<file path="src/rtl/audio_pkg.sv">
package audio_pkg;
  typedef enum logic [1:0] {
    FMT_PCM8  = 2'd0,
    FMT_ULAW  = 2'd1,
    FMT_ADPCM = 2'd2,
    FMT_RSVD  = 2'd3
  } fmt_e;

  typedef struct packed {
    logic       emit;
    logic       codecReset;
    logic       hiNibble;
    logic [7:0] byteVal;
  } dp_cmd_t;

  localparam int STEP_N   = 89;
  localparam int STEP_MAX = 88;
endpackage

</file>
<file path="src/rtl/audio_ctrl.sv">
module audio_ctrl
  import audio_pkg::*;
#(
  parameter int ADDR_W = 16,
  parameter int CLK_HZ = 48_000_000
) (
  input  logic              clk,
  input  logic              rst,
  input  logic [ADDR_W-1:0] cfgStart,
  input  logic [ADDR_W-1:0] cfgLength,
  input  logic [15:0]       cfgRate,
  input  logic [1:0]        cfgFormat,
  input  logic              cfgLoop,
  input  logic              playWr,
  output logic              playBusy,
  output logic              memReq,
  output logic [ADDR_W-1:0] memAddr,
  input  logic              memValid,
  input  logic [7:0]        memData,
  output dp_cmd_t           dpCmd
);
  localparam int ACC_W = $clog2(CLK_HZ + 65536) + 1;
  localparam logic [ACC_W-1:0] LIMIT = ACC_W'(CLK_HZ);

  typedef enum logic [1:0] {S_IDLE, S_FETCH, S_READY} st_e;

  st_e               st;
  logic [ADDR_W-1:0] curAddr, remain, baseAddr, baseLen;
  logic [ACC_W-1:0]  acc;
  logic              tick, tickPend, hiNib, codecRst;
  logic [7:0]        byteReg;

  logic [ADDR_W-1:0] startAl, lenAl;
  logic [ACC_W-1:0]  accSum;
  logic              fireNow, secondHalf, lastByte;

  assign startAl    = {cfgStart[ADDR_W-1:3], 3'b000};
  assign lenAl      = {cfgLength[ADDR_W-1:3], 3'b000};
  assign accSum     = acc + ACC_W'(cfgRate);
  assign fireNow    = (st == S_READY) && (tick || tickPend) && !playWr;
  assign secondHalf = (cfgFormat == FMT_ADPCM) && !hiNib;
  assign lastByte   = (remain == ADDR_W'(1));

  assign memReq  = (st == S_FETCH);
  assign memAddr = curAddr;
  assign dpCmd   = '{emit: fireNow, codecReset: codecRst, hiNibble: hiNib, byteVal: byteReg};

  // Sample-rate pacer
  always_ff @(posedge clk) begin
    if (rst || !playBusy || playWr) begin
      acc  <= '0;
      tick <= 1'b0;
    end else if (accSum >= LIMIT) begin
      acc  <= accSum - LIMIT;
      tick <= 1'b1;
    end else begin
      acc  <= accSum;
      tick <= 1'b0;
    end
  end

  // Address sequencer
  always_ff @(posedge clk) begin
    if (rst) begin
      st       <= S_IDLE;
      playBusy <= 1'b0;
      curAddr  <= '0;
      remain   <= '0;
      baseAddr <= '0;
      baseLen  <= '0;
      tickPend <= 1'b0;
      hiNib    <= 1'b0;
      codecRst <= 1'b0;
      byteReg  <= '0;
    end else begin
      codecRst <= 1'b0;
      if (playWr) begin
        tickPend <= 1'b0;
        hiNib    <= 1'b0;
        if (lenAl != '0) begin
          baseAddr <= startAl;
          baseLen  <= lenAl;
          curAddr  <= startAl;
          remain   <= lenAl;
          st       <= S_FETCH;
          playBusy <= 1'b1;
          codecRst <= 1'b1;
        end else begin
          st       <= S_IDLE;
          playBusy <= 1'b0;
        end
      end else begin
        if (fireNow)   tickPend <= 1'b0;
        else if (tick) tickPend <= 1'b1;
        case (st)
          S_FETCH: if (memValid) begin
            byteReg <= memData;
            st      <= S_READY;
          end
          S_READY: if (fireNow) begin
            if (secondHalf) begin
              hiNib <= 1'b1;
            end else begin
              hiNib <= 1'b0;
              if (!lastByte) begin
                curAddr <= curAddr + ADDR_W'(1);
                remain  <= remain - ADDR_W'(1);
                st      <= S_FETCH;
              end else if (cfgLoop) begin
                curAddr  <= baseAddr;
                remain   <= baseLen;
                codecRst <= 1'b1;
                st       <= S_FETCH;
              end else begin
                st       <= S_IDLE;
                playBusy <= 1'b0;
              end
            end
          end
          default: ;
        endcase
      end
    end
  end

  // a request is held, address unchanged, until data arrives
  p_hold_req_r11: assert property (@(posedge clk) disable iff (rst)
    memReq && !memValid && !playWr |=> memReq && $stable(memAddr));

  // first fetch after a start is on an 8-byte boundary
  p_align_r3: assert property (@(posedge clk) disable iff (rst)
    playWr && (lenAl != '0) |=> memReq && (memAddr[2:0] == 3'b000));

  // zero-length play write stops
  p_zero_stop_r6: assert property (@(posedge clk) disable iff (rst)
    playWr && (lenAl == '0) |=> !playBusy && !memReq);

  // busy only drops on a stop or at the end of a single shot
  p_busy_fall_r4: assert property (@(posedge clk) disable iff (rst)
    $fell(playBusy) |-> $past(playWr) || !$past(cfgLoop));
endmodule

</file>
<file path="src/rtl/audio_dpath.sv">
module audio_dpath
  import audio_pkg::*;
(
  input  logic               clk,
  input  logic               rst,
  input  dp_cmd_t            dpCmd,
  input  logic [1:0]         cfgFormat,
  input  logic [7:0]         cfgVolume,
  output logic signed [15:0] sampleOut,
  output logic               sampleStb
);
  function automatic int stepCalc(input int n);
    int s;
    s = 7;
    for (int i = 0; i < n; i++) begin
      s = s + (s + 9) / 10;
      if (s > 32767) s = 32767;
    end
    return s;
  endfunction

  logic [14:0] stepRom [STEP_N];
  for (genvar g = 0; g < STEP_N; g++) begin : gStep
    localparam int STEP_V = stepCalc(g);
    assign stepRom[g] = 15'(STEP_V);
  end

  logic signed [15:0] pred;
  logic [6:0]         idx;

  logic [3:0]         nib;
  logic [14:0]        step;
  logic [16:0]        diffU;
  logic signed [18:0] predWide;
  logic signed [15:0] predNext, pcmVal, ulawVal, decoded;
  logic signed [7:0]  adj, idxWide;
  logic [6:0]         idxNext;
  logic [7:0]         uInv;
  logic [15:0]        ulawT;
  logic signed [24:0] prod;

  always_comb begin
    nib   = dpCmd.hiNibble ? dpCmd.byteVal[7:4] : dpCmd.byteVal[3:0];
    step  = stepRom[idx];
    diffU = 17'(step >> 3);
    if (nib[2]) diffU = diffU + 17'(step);
    if (nib[1]) diffU = diffU + 17'(step >> 1);
    if (nib[0]) diffU = diffU + 17'(step >> 2);
    predWide = nib[3] ? (19'(pred) - $signed({2'b00, diffU}))
                      : (19'(pred) + $signed({2'b00, diffU}));
    if (predWide > 19'sd32767)       predNext = 16'sh7FFF;
    else if (predWide < -19'sd32768) predNext = -16'sh8000;
    else                             predNext = predWide[15:0];

    adj     = nib[2] ? $signed({5'b00000, nib[1:0], 1'b0} + 8'd2) : -8'sd1;
    idxWide = $signed({1'b0, idx}) + adj;
    if (idxWide < 0)                        idxNext = 7'd0;
    else if (idxWide > 8'(STEP_MAX))        idxNext = 7'(STEP_MAX);
    else                                    idxNext = idxWide[6:0];

    pcmVal  = $signed({dpCmd.byteVal, 8'h00});
    uInv    = ~dpCmd.byteVal;
    ulawT   = ({12'd0, uInv[3:0]} << 3) + 16'd132;
    ulawT   = ulawT << uInv[6:4];
    ulawVal = uInv[7] ? $signed(16'd132 - ulawT) : $signed(ulawT - 16'd132);

    case (cfgFormat)
      FMT_ULAW:  decoded = ulawVal;
      FMT_ADPCM: decoded = predNext;
      default:   decoded = pcmVal;
    endcase
    prod = 25'(decoded) * 25'($signed({1'b0, cfgVolume}));
  end

  always_ff @(posedge clk) begin
    if (rst) begin
      pred      <= '0;
      idx       <= '0;
      sampleOut <= '0;
      sampleStb <= 1'b0;
    end else begin
      sampleStb <= dpCmd.emit;
      if (dpCmd.emit) sampleOut <= prod[23:8];
      if (dpCmd.codecReset) begin
        pred <= '0;
        idx  <= '0;
      end else if (dpCmd.emit && cfgFormat == FMT_ADPCM) begin
        pred <= predNext;
        idx  <= idxNext;
      end
    end
  end

  // codec state is cleared after a start or wrap request
  p_codec_reset_r5: assert property (@(posedge clk) disable iff (rst)
    dpCmd.codecReset |=> (pred == 16'sd0) && (idx == 7'd0));

  // step index stays inside the table
  p_index_range_r7: assert property (@(posedge clk) disable iff (rst)
    dpCmd.emit |=> idx <= 7'(STEP_MAX));

  // zero volume yields silence
  p_volume_zero_r10: assert property (@(posedge clk) disable iff (rst)
    dpCmd.emit && (cfgVolume == 8'd0) |=> sampleStb && (sampleOut == 16'sd0));

  // strobe only one cycle after an emit request
  p_strobe_emit_r9: assert property (@(posedge clk) disable iff (rst)
    sampleStb |-> $past(dpCmd.emit));
endmodule

</file>
<file path="src/rtl/audio_player.sv">
module audio_player
  import audio_pkg::*;
#(
  parameter int ADDR_W = 16,
  parameter int CLK_HZ = 48_000_000
) (
  input  logic              clk,
  input  logic              rst,
  input  logic [ADDR_W-1:0] cfgStart,
  input  logic [ADDR_W-1:0] cfgLength,
  input  logic [15:0]       cfgRate,
  input  logic [1:0]        cfgFormat,
  input  logic              cfgLoop,
  input  logic [7:0]        cfgVolume,
  input  logic              playWr,
  output logic              playBusy,
  output logic              memReq,
  output logic [ADDR_W-1:0] memAddr,
  input  logic              memValid,
  input  logic [7:0]        memData,
  output logic [15:0]       sampleOut,
  output logic              sampleStb
);
  dp_cmd_t            dpCmd;
  logic signed [15:0] sampleS;

  audio_ctrl #(.ADDR_W(ADDR_W), .CLK_HZ(CLK_HZ)) u_ctrl (
    .clk(clk), .rst(rst), .cfgStart(cfgStart), .cfgLength(cfgLength),
    .cfgRate(cfgRate), .cfgFormat(cfgFormat), .cfgLoop(cfgLoop),
    .playWr(playWr), .playBusy(playBusy), .memReq(memReq),
    .memAddr(memAddr), .memValid(memValid), .memData(memData), .dpCmd(dpCmd)
  );

  audio_dpath u_dpath (
    .clk(clk), .rst(rst), .dpCmd(dpCmd), .cfgFormat(cfgFormat),
    .cfgVolume(cfgVolume), .sampleOut(sampleS), .sampleStb(sampleStb)
  );

  assign sampleOut = sampleS;
endmodule

</file>
<file path="config.mk">
export PLATFORM = sky130hd
export DESIGN_NAME = audio_player
export DESIGN_NICKNAME = d
export VERILOG_FILES = /design/src/rtl/audio_pkg.sv /design/src/rtl/audio_ctrl.sv /design/src/rtl/audio_dpath.sv /design/src/rtl/audio_player.sv
export SDC_FILE = /design/constraint.sdc
export NUM_CORES = 1
export LEC_CHECK = 0
export BUFFER_PORTS_ARGS = -buffer_cell sky130_fd_sc_hd__buf_2
export CAP_MARGIN = 20
export CORE_ASPECT_RATIO = 1.4
export CORE_MARGIN = 4
export CORE_UTILIZATION = 60
export CTS_BUF_LIST = sky130_fd_sc_hd__clkbuf_4
export DETAILED_ROUTE_END_ITERATION = 7
export PLACE_DENSITY = 0.77
export SLEW_MARGIN = 20
export SYNTH_ARGS = -nofsm -noshare
export SYNTH_HDL_FRONTEND = slang
export SYNTH_SLANG_ARGS = --single-unit
</file>
<file path="constraint.sdc">
create_clock -name clk -period 16.4 [get_ports clk]
set_input_delay 0.82 -clock clk [delete_from_list [all_inputs] [get_ports clk]]
set_output_delay 0.82 -clock clk [all_outputs]
set_load 0.05 [all_outputs]
</file>
==> impl_results.md, run 1 <==
* Clk pin slew, worst setup/hold paths at ~160 ps
* Chip height at 216 µm
* Gr ovfl total at 0
* Clock Latency Late Sink at 620 ps
* DR vias at ~18000
* Min setup slack post-route at 822 ps
* Vias in the first global route at approximately 18000
* Crit-path slowest cell: fa_1
* Number of synthesized flops with an enable pin at 0
* CTS H-tree depth at 4
* WL per Instance at ~18 µm
* Commonest non-fill, non-tap cell in the layout: nor2_1
* Dpl hpwl at a little under 40 mm
* Final setup viols at 0
* I/O Pins at approximately 110
* Vias/cell at roughly 6.2
* Dpl cells at approximately 2900
* Max-Cap Viols at 0
* Detailed router's first-iteration violation count at roughly 1200
* WP data arrival at about 16000 ps
* First-pass detailed-route iteration total at 6
* Final Non-Filler Cells at between 2000 and 3000
* #FFs+latches synth at 140
* Post-synthesis cell type count at roughly 110
* Worst EP required at ~17000 ps
* TritonCTS clock tree: built
* Cells after Synth at around 2500
* Power per cell area at 59.2 nW/µm²
* Clock skew at about 49 ps
* Die X at roughly 160 µm
* Leakage at 8.76 nW
* Crit end category: flop
* Pin count of the biggest net entering global routing at approximately 80
* Max Fclk at roughly 64 MHz
* Max Transition Viols Final at 0
* Die area at between 30000 and 40000 µm²
* Cell Rows at 75
* Final net count at 2848
* Slew headroom at around 31%
* Worst-path maximum fanout at 18
* Most frequent cells in the layout: nor2_1, nand2_1, inv_1
* Crit share post-route at between 90% and 100%
* Warnings from Yosys at 0
* Area growth syn-to-layout at 8.21%
* DRC viols at 0
* Fin util at 66.2%
* Gpl congestion at a little under 1
* Root buf cell: clkbuf_4
* Antenna violations before repair at 2
* Initial Util at roughly three fifths
* Crit path time final at 15580 ps
* Status: finished, final reports clean
* Antenna viol nets, final at 0
* Most used DFF post-synth: dfxtp_1
* Buffers on Ports at 99
* Synth Cell Area at between 15000 and 20000 µm²
* Layout cells sized above 1 at between 10 and 15%
* CTS max path bufs at 2
* Clk sink count at 140
* Crit-path max cell delay at 520 ps
* Avg Inst Size Synth at 7.54 µm²
* Register area share after synthesis at between 10% and 20%
* Max VDD drop at about 80 µV
* Hold crit path type: input port to flop
* CORE AREA at around 30000 µm²
* First-pass GRT wire length at approximately 85 mm
* Pre-CTS setup slack at between 300 and 400 ps
* Ys async rst share at 0%
* Syn Nets at 2774
* Overall Power at 1.18 mW
* Num CTS Buffers at 17
* Critical path class: flop to flop
* Total wire length at between 50 and 60 mm
* Worst-Margin Slew at about 1000 ps
* Overall routing resource usage at a little under a third
* CP Launch Type: flop
* Fin. Hold Viols at 0
cell type report:
class	count	area [µm²]
multi-input combinational	1992	14600
sequential	140	2810
tap	385	482
fill	2695	10200
timing repair buffer	168	1060
clock inverter	15	163
inverter	207	781
antenna	2	5.00
clock buffer	17	128
flip-flops by register name (all words and copies together), names as in the netlist, 2 cells and up:
register           count
u_ctrl.acc            27
u_ctrl.memAddr        16
u_ctrl.remain         16
u_dpath.pred          16
u_dpath.sampleOut     16
u_ctrl.baseAddr       13
u_ctrl.baseLen        13
u_ctrl.byteReg         8
u_dpath.idx            7
u_ctrl.st              2
per-layer routing:
metal | track usage, % | routed length, µm | vias to the layer above
li1 | - | - | 8765
met1 | 35.2 | 20100 | 8636
met2 | 53.2 | 26400 | 634
met3 | 3.65 | 2430 | 181
met4 | 16.9 | 2920 | 0
met5 | 0 | 0 | -
report_power, final:
part           internal, mW  switching (mW)
clock                0.0931           0.153
combinational         0.244           0.332
sequential            0.351          0.0110
synthesized netlist by cell type, drive strengths merged, types with 7 or more instances:
library cell	instances	share of area, %
o2111ai	15	0.71
nor3	80	2.2
mux2i	27	1.5
a311oi	9	0.46
a221oi	8	0.38
o21a	20	0.81
o22ai	9	0.30
o31ai	11	0.45
a31oi	19	0.64
or3	24	0.81
a21boi	9	0.37
nor3b	18	0.76
or2	18	0.61
and3	19	0.64
buf	31	1.1
xor2	57	2.7
o32ai	7	0.41
nor2	259	5.3
nand2b	39	1.3
a22oi	20	0.81
nor2b	58	2.0
o41ai	7	0.33
xnor2	71	3.4
nor4	15	0.54
a21o	30	1.2
o21bai	8	0.32
or4	10	0.45
fa	105	11
dfxtp	140	15
ha	146	9.9
inv	205	4.2
and2	68	2.3
nand3	32	0.87
a21oi	171	4.7
a211oi	76	3.2
nand4	9	0.30
o211ai	19	0.80
o211a	7	0.38
o311ai	7	0.33
o21ai	147	4.0
mux2	8	0.55
nand2	241	4.9
clkbuf	82	1.7
worst max-delay path: cells and delay by family, from the launching register on:
kind / cells / cell delay [ps]
flip-flops: 1 / 350
XOR/XNOR: 3 / 620
AO/OA/AOI/OAI: 34 / 7800
adder cells (fa/ha/maj): 10 / 4220
AND/OR/NAND/NOR: 9 / 1560
buffers and inverters: 7 / 940
cell families (layout without fill, tap and decap cells):
| family | after synthesis | in the layout | share of synthesized area [%] |
|---|---|---|---|
| compound gates | 665 | 665 | 24.1 |
| xor+xnor | 128 | 128 | 6.11 |
| fa+ha+maj | 251 | 251 | 21.3 |
| buf+inv | 320 | 407 | 6.93 |
| flops | 140 | 140 | 15.2 |
| mux | 38 | 38 | 2.44 |
| other cells | 0 | 2 | 0 |
| simple gates | 910 | 910 | 24.0 |
worst paths after layout:
path,end,cells past startpoint,slack [ps],start
worst max-delay path,u_dpath.sampleOut[14],63,820,u_dpath.idx[1]
worst min-delay path,u_ctrl.baseAddr[7],3,460,cfgStart[7]
worst min register to register,u_dpath.sampleOut[1],2,460,u_dpath.sampleOut[1]
worst max register to register,u_dpath.sampleOut[14],63,820,u_dpath.idx[1]
stage by stage:
step                      hold slack [ps]  setup TNS [ps]  instance area (µm²)
after CTS                             417               0                19800
after global routing                  435           -53.4                20000
final                                 457               0                20000
after global placement                433               0                19500
after floorplan                       432               0                18500
after detailed placement              447               0                19500
timing repair:
item / in CTS / in global routing
hold buffers: 0 / 0
resized for setup: 0 / 31
setup buffers: 0 / 3
setup endpoints to repair: 0 / 16
No activity file was read; power rests on OpenSTA's default activity.
==> inputs of run 2 (changes only) <==
- PLACE_DENSITY: 0.77 -> 0.79
- SKIP_CTS_REPAIR_TIMING: not set -> 1
==> impl_results.md, run 2 (synthesis results as in run 1) <==
* Filler cell count at 2699 (+0.15%)
* WL per Instance at 17.8 µm (+0.21%)
* Num CTS Buffers at 17 (unchanged)
* Crit share post-route at 95.0% (about the same)
* Setup TNS at 0 ps (unchanged)
* Gpl congestion at 0.998 (+3.1%)
* Pin count of the biggest net entering global routing at 79 (unchanged)
* Min setup slack post-route at 822 ps (-0.279 ps)
* CTS max path bufs at 2 (unchanged)
* Max reg flops at 27 (unchanged)
* Pre-CTS setup slack at 630 ps (+255 ps)
* Antenna viol nets, final at 0 (unchanged)
* Root buf cell: clkbuf_4
* DR vias at 18200 (-0.36%)
* CORE AREA at 30200 µm² (unchanged)
* Switching pwr at 0.511 mW (+3.0%)
* Fin. Hold Viols at 0 (unchanged)
* Chip height at 216 µm (unchanged)
* Hold crit path type: input port to flop
* Detailed router's first-iteration violation count at 1374 (+10%)
* Antenna violations before repair at 3 (+1)
* Clk sink count at 140 (unchanged)
* Commonest non-fill, non-tap cell in the layout: nor2_1
* Max Fclk at 64.2 MHz (about the same)
* Internal power at 0.685 mW (-0.47%)
* Buffers on Ports at 99 (unchanged)
* Layout cells sized above 1 at 10.6% (-0.72 points)
* Max-Cap Viols at 0 (unchanged)
* Unrepaired setup endpoints after global routing: false
* Crit-path most repeated cell: ha_1
* Clk pin slew, worst setup/hold paths at 150 ps (about the same)
* Total wire length at 51.8 mm (-0.23%)
* Final net count at 2833 (-0.53%)
* I/O Pins at 106 (unchanged)
* Max VDD drop at 66.2 µV (-17%)
* First-pass GRT wire length at 86.8 mm (+1.5%)
* Crit end category: flop
* Power per cell area at 60.3 nW/µm² (+1.9%)
* Area growth syn-to-layout at 7.26%
* Share of power burned in registers at 30.3% (-0.3 points)
* Worst-Margin Slew at 1080 ps (+51.4 ps)
* Placed inst area at 19400 µm² (-0.37%)
* DRC viols at 0 (unchanged)
* Max Transition Viols Final at 0 (unchanged)
* Vias/cell at 6.23 (about the same)
* Cell Rows at 75 (unchanged)
* Dpl cells at 2877 (-0.35%)
* Overall routing resource usage at 30.7% (+0.40 points)
* Final Non-Filler Cells at 2913 (-0.44%)
* CP Launch Type: flop
* Gr ovfl total at 0 (unchanged)
* Clock skew at 62.5 ps (+13.2 ps)
* CTS H-tree depth at 4 (unchanged)
* Switching part of the total at 42.7% (+0.84 points)
* Vias in the first global route at 18200 (+0.76%)
* Crit-path slowest cell: mux4_2
* Crit-path max cell delay at 600 ps (+80 ps)
* Status: finished, final reports clean
* Biggest register: u_ctrl.acc
* Final setup viols at 0 (unchanged)
* Dpl hpwl at 39.5 mm (-0.47%)
* Crit path time final at 15580 ps (+0.279 ps)
* Critical path class: flop to flop
* Slew headroom at 26.3% (-4.8 points)
* Design area at 19800 µm² (-0.87%)
* Leakage at 8.68 nW (-0.90%)
* Clk pwr share at 22.4% (+1.6 points)
* First-pass detailed-route iteration total at 6 (unchanged)
* Clock Latency Late Sink at 680 ps (+60 ps)
* Worst EP required at 16960 ps (+70 ps)
* Comb pwr share at 47.3% (-1.3 points)
* WP data arrival at 16130 ps (+60 ps)
* Initial Util at 61.2% (unchanged)
* Most frequent cells in the layout: nor2_1, nand2_1, inv_1
* Die X at 156 µm (unchanged)
* Die area at 33700 µm² (unchanged)
* Worst-path maximum fanout at 14 (-4)
* TritonCTS clock tree: built
-- run 2: cell count changes in the layout (fill, tap and decap cells not counted), moves of 2 or more --
| cell | previous run | this run |
|---|---|---|
| ha_1 | 142 | 145 |
| diode_2 | 2 | 4 |
| o21ai_2 | 4 | 2 |
| dfxtp_2 | 0 | 2 |
| clkinv_2 | 3 | 0 |
| o21ai_1 | 19 | 21 |
| ha_4 | 3 | 0 |
| clkinv_8 | 0 | 2 |
| buf_4 | 65 | 52 |
| clkinv_4 | 5 | 1 |
| inv_6 | 2 | 7 |
-- run 2: metrics by stage --
step                power, mW  hold WS (ps)  util [%]
global route             1.28           385      65.6
detailed placement      0.929           441      64.2
floorplan               0.775           432         -
global placement        0.913           434      64.2
CTS                      1.20           380      65.3
finish                   1.20           412      65.6
-- run 2: critical path, delay by kind of cell, from the launching register on --
| kind | cells | cell delay, ps |
|---|---|---|
| adder cells (fa/ha/maj) | 10 | 3980 |
| AO/OA/AOI/OAI | 25 | 5790 |
| buffers and inverters | 6 | 770 |
| XOR/XNOR | 3 | 760 |
| AND/OR/NAND/NOR | 19 | 3250 |
| flip-flops | 1 | 330 |
| multiplexers | 1 | 600 |
-- run 2: metal layers --
metal	wire [µm]	global-route usage, %
met2	26500	54.0
met1	19800	35.3
met4	2900	17.4
met5	0	0
met3	2560	3.89
-- run 2: area by class of cell --
| cell class | instances | area (µm²) | share of cell area, % |
|---|---|---|---|
| diodes | 4 | 10.0 | 0.0505 |
| clock buffers | 17 | 128 | 0.644 |
| clock inverters | 15 | 196 | 0.991 |
| inverters | 207 | 777 | 3.92 |
| multi-input cells | 1992 | 14500 | 73.1 |
| flip-flops and latches | 140 | 2810 | 14.2 |
| well taps | 385 | 482 | 2.43 |
| repair buffers | 153 | 926 | 4.67 |
-- run 2: power by group through the flow --
stage | clock (mW) | sequential (mW) | combinational [mW]
floorplan | 0 | 0.375 | 0.400
global placement | 0 | 0.369 | 0.544
detailed placement | 0 | 0.369 | 0.560
CTS | 0.272 | 0.362 | 0.565
global route | 0.286 | 0.364 | 0.634
finish | 0.268 | 0.362 | 0.565
-- run 2: path summary, 6_finish.rpt --
check	from	endpoint	slack, ps	depth (start not counted)
setup / recovery	u_dpath.idx[0]	u_dpath.sampleOut[13]	820	64
hold / removal	memData[6]	u_ctrl.byteReg[6]	410	3
setup reg to reg	u_dpath.idx[0]	u_dpath.sampleOut[13]	820	64
hold reg to reg	u_dpath.sampleOut[1]	u_dpath.sampleOut[1]	460	2
